`config.mk`:
```
export PLATFORM = sky130hd
export DESIGN_NAME = irq_route_engine
export DESIGN_NICKNAME = d
export VERILOG_FILES = /design/src/rtl/irq_route_pkg.sv /design/src/rtl/irq_route_dp.sv /design/src/rtl/irq_route_ctrl.sv /design/src/rtl/irq_route_engine.sv
export SDC_FILE = /design/constraint.sdc
export NUM_CORES = 2
export LEC_CHECK = 0
export BUFFER_PORTS_ARGS = -buffer_cell sky130_fd_sc_hd__buf_4
export CORE_ASPECT_RATIO = 1.2
export CORE_MARGIN = 1.5
export CORE_UTILIZATION = 45
export CTS_CLUSTER_DIAMETER = 120
export CTS_CLUSTER_SIZE = 30
export DETAILED_ROUTE_END_ITERATION = 12
export PLACE_DENSITY = 0.63
export SKIP_CTS_REPAIR_TIMING = 1
export SLEW_MARGIN = 0
export SYNTH_ARGS = -nofsm -noshare
export SYNTH_HDL_FRONTEND = slang
export SYNTH_HIERARCHICAL = 1
export SYNTH_SLANG_ARGS = --single-unit
```
`constraint.sdc`:
```
create_clock -name clk -period 18.3 [get_ports clk]
set_input_delay 5.49 -clock clk [delete_from_list [all_inputs] [get_ports clk]]
set_output_delay 5.49 -clock clk [all_outputs]
set_load 0.01 [all_outputs]
```
`src/rtl/irq_route_pkg.sv`:
```
package irq_route_pkg;

  localparam int IDX_STROBE_W = 8;

  localparam int VEC_LSB   = 0;
  localparam int DLV_LSB   = 8;
  localparam int DMODE_BIT = 11;
  localparam int RPEND_BIT = 14;
  localparam int TRIG_BIT  = 15;
  localparam int MASK_BIT  = 16;
  localparam int DEST_LSB  = 48;

  localparam logic [2:0]  DLV_EXTERNAL = 3'b111;
  localparam logic [31:0] MSG_BASE     = 32'hFEE0_0000;
  localparam logic [63:0] ENTRY_RESET  = 64'h0000_0000_0001_0000;

  typedef struct packed {
    logic                    fire;
    logic [IDX_STROBE_W-1:0] idx;
  } fire_strobe_t;

  function automatic logic [31:0] buildAddr(input logic [63:0] ent);
    logic [31:0] a;
    a = MSG_BASE;
    a[19:4] = ent[DEST_LSB +: 16];
    a[2]    = ent[DMODE_BIT];
    return a;
  endfunction

  function automatic logic [31:0] buildData(input logic [63:0] ent, input logic [7:0] ext);
    logic [31:0] d;
    logic [2:0]  dlv;
    dlv = ent[DLV_LSB +: 3];
    d = '0;
    d[7:0]  = (dlv == DLV_EXTERNAL) ? ext : ent[VEC_LSB +: 8];
    d[10:8] = dlv;
    d[15]   = ent[TRIG_BIT];
    return d;
  endfunction

endpackage

```
`src/rtl/irq_route_dp.sv`:
```
module irq_route_dp
  import irq_route_pkg::*;
#(
  parameter int NUM_PINS = 24,
  parameter int IDXW     = 5
) (
  input  logic                clk,
  input  logic                rstN,
  input  logic [NUM_PINS-1:0] pinIn,
  input  logic                wrEn,
  input  logic [IDXW-1:0]     wrIdx,
  input  logic [63:0]         wrData,
  input  logic [IDXW-1:0]     rdIdx,
  output logic [63:0]         rdData,
  input  logic                eoiValid,
  input  logic [7:0]          eoiVector,
  input  logic [7:0]          extVector,
  input  fire_strobe_t        strb,
  output logic [NUM_PINS-1:0] eligible,
  output logic [NUM_PINS-1:0] pendVec,
  output logic [NUM_PINS-1:0] remoteVec,
  output logic [NUM_PINS-1:0] maskVec,
  output logic [NUM_PINS-1:0] levelVec,
  output logic [31:0]         msgAddr,
  output logic [31:0]         msgData
);

  logic [63:0]         tableQ [NUM_PINS];
  logic [NUM_PINS-1:0] pendQ, remoteQ, prevQ;
  logic [NUM_PINS-1:0] pendNext, remoteNext;
  logic [NUM_PINS-1:0] mappedIn, riseVec, fireHit, wrHit;
  logic [63:0]         selEntry;
  logic [31:0]         addrQ, dataQ;

  // input steering: physical 0 lands on entry 2, entry 0 sees nothing
  genvar g;
  generate
    for (g = 0; g < NUM_PINS; g++) begin : gMap
      if (g == 0) begin : gZero
        assign mappedIn[g] = 1'b0;
      end else if (g == 2) begin : gTwo
        assign mappedIn[g] = pinIn[0] | pinIn[2];
      end else begin : gSame
        assign mappedIn[g] = pinIn[g];
      end
      assign riseVec[g]  = mappedIn[g] & ~prevQ[g];
      assign maskVec[g]  = tableQ[g][MASK_BIT];
      assign levelVec[g] = tableQ[g][TRIG_BIT];
      assign fireHit[g]  = strb.fire && (strb.idx == IDX_STROBE_W'(g));
      assign wrHit[g]    = wrEn && (wrIdx == IDXW'(g));
      assign eligible[g] = pendQ[g] & ~maskVec[g] & (~levelVec[g] | ~remoteQ[g]);
    end
  endgenerate

  always_comb begin
    for (int i = 0; i < NUM_PINS; i++) begin
      if (levelVec[i])                    pendNext[i] = mappedIn[i];
      else if (riseVec[i] && !maskVec[i]) pendNext[i] = 1'b1;
      else if (fireHit[i])                pendNext[i] = 1'b0;
      else                                pendNext[i] = pendQ[i];

      remoteNext[i] = remoteQ[i];
      if (eoiValid && remoteQ[i] && (tableQ[i][VEC_LSB +: 8] == eoiVector))
        remoteNext[i] = 1'b0;
      if (fireHit[i] && levelVec[i])
        remoteNext[i] = 1'b1;
      if (wrHit[i] && !wrData[TRIG_BIT])
        remoteNext[i] = 1'b0;
    end
  end

  always_comb begin
    selEntry = '0;
    rdData   = '0;
    for (int i = 0; i < NUM_PINS; i++) begin
      if (strb.idx == IDX_STROBE_W'(i)) selEntry = tableQ[i];
      if (rdIdx == IDXW'(i)) begin
        rdData = tableQ[i];
        rdData[RPEND_BIT] = remoteQ[i];
      end
    end
  end

  always_ff @(posedge clk) begin
    if (!rstN) begin
      for (int i = 0; i < NUM_PINS; i++) tableQ[i] <= ENTRY_RESET;
      pendQ   <= '0;
      remoteQ <= '0;
      prevQ   <= '0;
      addrQ   <= '0;
      dataQ   <= '0;
    end else begin
      for (int i = 0; i < NUM_PINS; i++) begin
        if (wrHit[i]) tableQ[i] <= wrData & ~(64'd1 << RPEND_BIT);
      end
      pendQ   <= pendNext;
      remoteQ <= remoteNext;
      prevQ   <= mappedIn;
      if (strb.fire) begin
        addrQ <= buildAddr(selEntry);
        dataQ <= buildData(selEntry, extVector);
      end
    end
  end

  assign pendVec   = pendQ;
  assign remoteVec = remoteQ;
  assign msgAddr   = addrQ;
  assign msgData   = dataQ;

endmodule

```
`src/rtl/irq_route_ctrl.sv`:
```
module irq_route_ctrl
  import irq_route_pkg::*;
#(
  parameter int NUM_PINS = 24
) (
  input  logic                clk,
  input  logic                rstN,
  input  logic [NUM_PINS-1:0] eligible,
  input  logic                msgReady,
  output fire_strobe_t        strb,
  output logic                msgValid
);

  logic                    validQ;
  logic [IDX_STROBE_W-1:0] pickIdx;
  logic                    canLoad;

  // lowest eligible index wins: scan downward so the last hit is the lowest
  always_comb begin
    pickIdx = '0;
    for (int i = NUM_PINS - 1; i >= 0; i--) begin
      if (eligible[i]) pickIdx = IDX_STROBE_W'(i);
    end
  end

  assign canLoad   = !validQ || msgReady;
  assign strb.fire = (|eligible) && canLoad;
  assign strb.idx  = pickIdx;

  always_ff @(posedge clk) begin
    if (!rstN)          validQ <= 1'b0;
    else if (strb.fire) validQ <= 1'b1;
    else if (msgReady)  validQ <= 1'b0;
  end

  assign msgValid = validQ;

endmodule

```
`src/rtl/irq_route_engine.sv`:
```
module irq_route_engine
  import irq_route_pkg::*;
#(
  parameter int NUM_PINS = 24,
  localparam int IDXW = (NUM_PINS > 1) ? $clog2(NUM_PINS) : 1
) (
  input  logic                clk,
  input  logic                rstN,
  input  logic [NUM_PINS-1:0] pinIn,
  input  logic                entryWrEn,
  input  logic [IDXW-1:0]     entryWrIdx,
  input  logic [63:0]         entryWrData,
  input  logic [IDXW-1:0]     entryRdIdx,
  output logic [63:0]         entryRdData,
  input  logic                eoiValid,
  input  logic [7:0]          eoiVector,
  input  logic [7:0]          extVector,
  output logic                msgValid,
  input  logic                msgReady,
  output logic [31:0]         msgAddr,
  output logic [31:0]         msgData
);

  fire_strobe_t            strb;
  logic [NUM_PINS-1:0]     eligible, pendVec, remoteVec, maskVec, levelVec;
  logic                    fireW;
  logic [IDX_STROBE_W-1:0] fireIdxW;

  irq_route_ctrl #(.NUM_PINS(NUM_PINS)) u_ctrl (
    .clk(clk), .rstN(rstN), .eligible(eligible), .msgReady(msgReady),
    .strb(strb), .msgValid(msgValid)
  );

  irq_route_dp #(.NUM_PINS(NUM_PINS), .IDXW(IDXW)) u_dp (
    .clk(clk), .rstN(rstN), .pinIn(pinIn),
    .wrEn(entryWrEn), .wrIdx(entryWrIdx), .wrData(entryWrData),
    .rdIdx(entryRdIdx), .rdData(entryRdData),
    .eoiValid(eoiValid), .eoiVector(eoiVector), .extVector(extVector),
    .strb(strb), .eligible(eligible), .pendVec(pendVec), .remoteVec(remoteVec),
    .maskVec(maskVec), .levelVec(levelVec), .msgAddr(msgAddr), .msgData(msgData)
  );

  assign fireW    = strb.fire;
  assign fireIdxW = strb.idx;

endmodule

```
### Word-level counts from Yosys, hierarchy flattened

Memory sizes are Yosys's and may differ from the RTL's.
Index checks and enable logic that the tools add are counted.

| word-level totals | value |
|---|---|
| register bits | 101 |
| memory bits (writable) | 1512 |
| input bits | 119 |
| output and inout bits | 129 |
| word-level logic and storage cells | 914 |
| memories | 1 |

Memories:

| memory | words | bits a word | read ports | clocked after memory_dff | wr ports | RTL line | source |
|---|---|---|---|---|---|---|---|
| u_dp.tableQ | 24 | 63 | 24 | 0 | 24 | irq_route_dp.sv:28 | `logic [63:0] tableQ [NUM_PINS];` |

| operators by class | value |
|---|---|
| equal/unequal tests | 94 |
| multiplexer cells | 288 |
| bitwise logic cells | 210 |
| reductions and logical operators | 270 |

Operator list:

| cell | number |
|---|---|
| $mux W64 | 48 |
| $mux W63 | 24 |
| $eq A8 B8 Y1 | 24 |
| $mux W1 | 192 |
| $logic_and A1 B1 Y1 | 168 |
| $eq A5 B4 Y1 const B | 24 |
| $eq A5 B5 Y1 const B | 24 |
| $mux W5 | 23 |
| $not A1 Y1 | 93 |
| $and A1 B1 Y1 | 69 |
| $reduce_bool A3 Y1 | 23 |
| $eq A5 B3 Y1 const B | 12 |
| $reduce_bool A2 Y1 | 25 |
| $or A1 B1 Y1 | 48 |
| $reduce_or A2 Y1 | 24 |
| $eq A5 B2 Y1 const B | 6 |
| $logic_not A1 Y1 | 25 |
| $reduce_or A23 Y1 | 1 |
| $eq A5 B1 Y1 const B | 3 |
| $logic_not A5 Y1 | 2 |
| $logic_not A8 Y1 | 1 |
| $mux W8 | 1 |
| $eq A3 B3 Y1 const B | 1 |
| $logic_or A1 B1 Y1 | 1 |

### Longest topological paths before layout

An unclocked memory read counts as a cell.

| logic depth | value |
|---|---|
| depth in word-level cells | 54 |
| depth in mapped cells | 19 |

### By module

The synthesis kept the hierarchy.

Modules (own cells, without submodules):

| module | instances | cells each | area an instance (sq um) |
|---|---|---|---|
| irq_route_dp | 1 | 6525 | 74659.1 |
| irq_route_ctrl | 1 | 56 | 356.6 |

### Least setup slack after synthesis

Ideal clock, no wire load.

| path | value |
|---|---|
| kind | input -> output |
| start | in entryRdIdx[2] |
| end | out entryRdData[27] |
| data arrival time | 7.655 ns |
| required time | 12.810 ns |
| slack | 5.155 ns |
| cell stages on the path | 12 |
| cell sequence | clkbuf_1 or3_1 clkbuf_1 nor2_1 clkbuf_1 buf_2 nand2_1 nand3_1 o221ai_1 nand2_1 a21oi_1 o22ai_1 |

| on the way | value |
|---|---|
| word-level cells in the longest chain between the ends | 25 |
| elaborated cells between the ends (all ways) | 48 |
| classes of those cells | 23 x eq/ne; 24 x mux; 1 x reduce/logical |

RTL lines:

| item | RTL line | source |
|---|---|---|
| from (decl) | irq_route_engine.sv:13 | `input logic [IDXW-1:0] entryRdIdx,` |
| $logic_not A5 Y1 | irq_route_dp.sv:77 | `if (rdIdx == IDXW'(i)) begin` |
| $mux W64 (23 in series) | irq_route_dp.sv:77 |  |
| $mux W64 * | irq_route_dp.sv:77 |  |
| to (decl) | irq_route_engine.sv:14 | `output logic [63:0] entryRdData,` |

Mark *: on every way between the ends. The rest lies on a longest branch, timed or not.

### Worst setup path after layout

| path | value |
|---|---|
| start | in entryRdIdx[0] |
| end | out entryRdData[57] |

Same word-level chain as after synthesis.

==> qor.yml <==
run_status:
  run_status: "finished with violations"
  violations_in_the_final_reports: "capacitance limit, slew limit"
worst_setup_path:
  crit-reg2reg-launch: "u_dp/tableQ[2][392]"
  critical_path.max_fanout: 29
  crit_arrival_ps: 10660
  critPathCaptureType: "primary output"
  ff2ff_setup_slack_ps: 10370
  crit_required_ps: 12810
  worstSetupPathType: "in2out"
  reg2reg_depth: 16
  critical_path.startpoint_type: "input port"
  crit-reg2reg-capture: "u_dp/msgData[6]"
hold_path:
  min-delay-path-class: "reg2reg"
  worstHoldPathCells: 2
  worst_hold_path.endpoint: "u_dp/pendVec[1]"
  min_from: "u_dp/pendVec[1]"
timing:
  final_max_slew_viol_count: 2
  hold_slack_ps: 468
  final-setup-viol-count: 0
  worst_slew_pin_slew_ps: 1590
  finalCritPeriodShare: 0.883
  clock-skew-final_ps: 34.6
  slew-limit-headroom: -0.0847
  timing.setup.tns_ps: 0
  maxClockFrequency_ghz: 0.0619
  fin_crit_ps: 16150
  grt_setup_unrepaired: "false"
  report.final.hold_viol_count: 0
detailed_routing:
  avgViaCountPerCell: 6.89
  drt-pass1-iter-count: 9
  drc_violation_count_after_routing: 0
  routed_wire_length_per_instance_um: 34.8
  detailroute.via_count: 59551
  antenna_violating_nets_left: 0
  detail_route.wirelength_um: 301000
  detailedRoute.firstIterationViolations: 10054
placement:
  placed_area_um2: 78700
  port_bufs: 221
  post-dp-hpwl_um: 190000
  place.gp.congestion: 1.03
synth:
  postSynthAreaPerCell_um2: 11.4
  ys.warnings.count: 6
  synth.cell_area_um2: 74600
  post_synth_inst_count: 6532
pwr:
  cellPowerDensity_nw_per_um2: 89.6
  cellLeakagePower_nw: 26.9
  peakVddDrop_mv: 0.0924
finish:
  n_fill_cell: 14780
  post-route-cell-area_um2: 80500
  post_route_cells_drive_above_1_share: 0.104
  area_growth_syn_to_layout_pct: 7.82
  final_nets: 6576
  multiInputGateArea_um2: 24900
  regArea_um2: 47400
grt:
  wire_length_of_the_first_global_routing_pass_um: 419000
  gr-usage-all-layers: 0.346
  grt_antenna_before_repair: 10
  grt.overflow.total: 0
  grt_pass1_vias: 55988
  pin_count_of_the_biggest_net_entering_global_routing: 89
flow_run:
  drv.max_cap_violation_count: 1
floorplan:
  die_span_x_um: 375
  top_level_ports: 248
  die-height_um: 449
  fp.dieArea_um2: 168000
  core_um2: 165000
  start_util: 0.454
  site_row_count: 163
clocking:
  tritoncts: "done"
  clock-root-buffer: "sky130_fd_sc_hd__clkbuf_16"
  tritoncts_num_sinks: 1613
  worst_skew_pair.late_latency_ps: 770
  ctsHtreeMaxLevel: 2
  cts_made_buffers: 60
  clk_slew_on_worst_s_h_paths_ps: 120
  cts_buffer_depth: 3
-- worst max path at each step --
stage,start,to,slack (ps),cells after the start
after global placement,entryRdIdx[0],entryRdData[47],2670,11
final,entryRdIdx[0],entryRdData[57],2150,13
after CTS,entryRdIdx[0],entryRdData[47],2740,11
after floorplan,entryRdIdx[2],entryRdData[27],5160,12
after global routing,entryRdIdx[0],entryRdData[50],2400,11
after detailed placement,entryRdIdx[0],entryRdData[47],2740,11
-- sequential cells by signal, summed over array words and instances, names as in the netlist --
name and flops:
u_dp/remoteVec 24, u_ctrl/msgValid 1, u_dp/prevQ 23, u_dp/pendVec 23, u_dp/msgAddr 18, u_dp/tableQ 1512
u_dp/msgData 12
-- through the flow --
stage	cells	power, mW	setup slack (ps)	utilization
floorplan	6559	4.97	5160	-
global route	8639	7.37	2400	0.489
finish	8643	7.21	2150	0.489
detailed placement	8536	5.46	2740	0.478
CTS	8634	7.17	2740	0.489
global placement	8536	5.44	2670	0.478
-- cell usage in the layout, fill, tap and decap left out, types with 65 or more instances in the layout --
cell                       instances
sky130_fd_sc_hd__nand3_1         147
sky130_fd_sc_hd__xor2_1          168
sky130_fd_sc_hd__dfxtp_1         101
sky130_fd_sc_hd__nand2_1         398
sky130_fd_sc_hd__a211oi_1         67
sky130_fd_sc_hd__a222oi_1        108
sky130_fd_sc_hd__o22ai_1         206
sky130_fd_sc_hd__mux2i_1          88
sky130_fd_sc_hd__a22oi_1         247
sky130_fd_sc_hd__inv_1           109
sky130_fd_sc_hd__buf_4           428
sky130_fd_sc_hd__edfxtp_1       1512
sky130_fd_sc_hd__a221oi_1         65
sky130_fd_sc_hd__nor2_1         1316
sky130_fd_sc_hd__o21ai_0         269
sky130_fd_sc_hd__o221ai_1         88
sky130_fd_sc_hd__nor3_1           82
sky130_fd_sc_hd__a21oi_1         221
-- per-layer routing --
metal / track usage / vias up / wire [um]
met5: 0 / - / 52
met4: 0.270 / 8 / 28100
met3: 0.0698 / 1120 / 35600
met2: 0.535 / 4894 / 135000
met1: 0.425 / 29303 / 102000
li1: - / 24226 / -
-- worst max-delay path, cell delays in order --
cell and delay (ps):
sky130_fd_sc_hd__buf_4 360, sky130_fd_sc_hd__buf_4 580, sky130_fd_sc_hd__nand2b_1 190, sky130_fd_sc_hd__buf_4 350, sky130_fd_sc_hd__nor2_2 70, sky130_fd_sc_hd__buf_4 310
sky130_fd_sc_hd__a222oi_1 410, sky130_fd_sc_hd__nand3_1 170, sky130_fd_sc_hd__o21ai_0 240, sky130_fd_sc_hd__a21oi_1 180, sky130_fd_sc_hd__a2111oi_0 1340, sky130_fd_sc_hd__o21ai_0 570
sky130_fd_sc_hd__buf_4 300
-- layout make-up --
cell class	count	share of cell area
Sequential cell	1613	0.589
Multi-Input combinational cell	4238	0.310
Timing Repair Buffer	432	0.0406
Tap cell	2145	0.0333
Clock buffer	91	0.0202
Inverter	112	0.00522
Clock inverter	7	0.00148
Antenna cell	5	0.000155
-- power breakdown --
part	switching, mW	internal, mW	total, mW
registers	0.127	4.26	4.39
logic	0.748	0.285	1.03
clock network	1.15	0.645	1.79
total	2.02	5.19	7.21
Note: power is estimated with default switching activity, not from simulation.
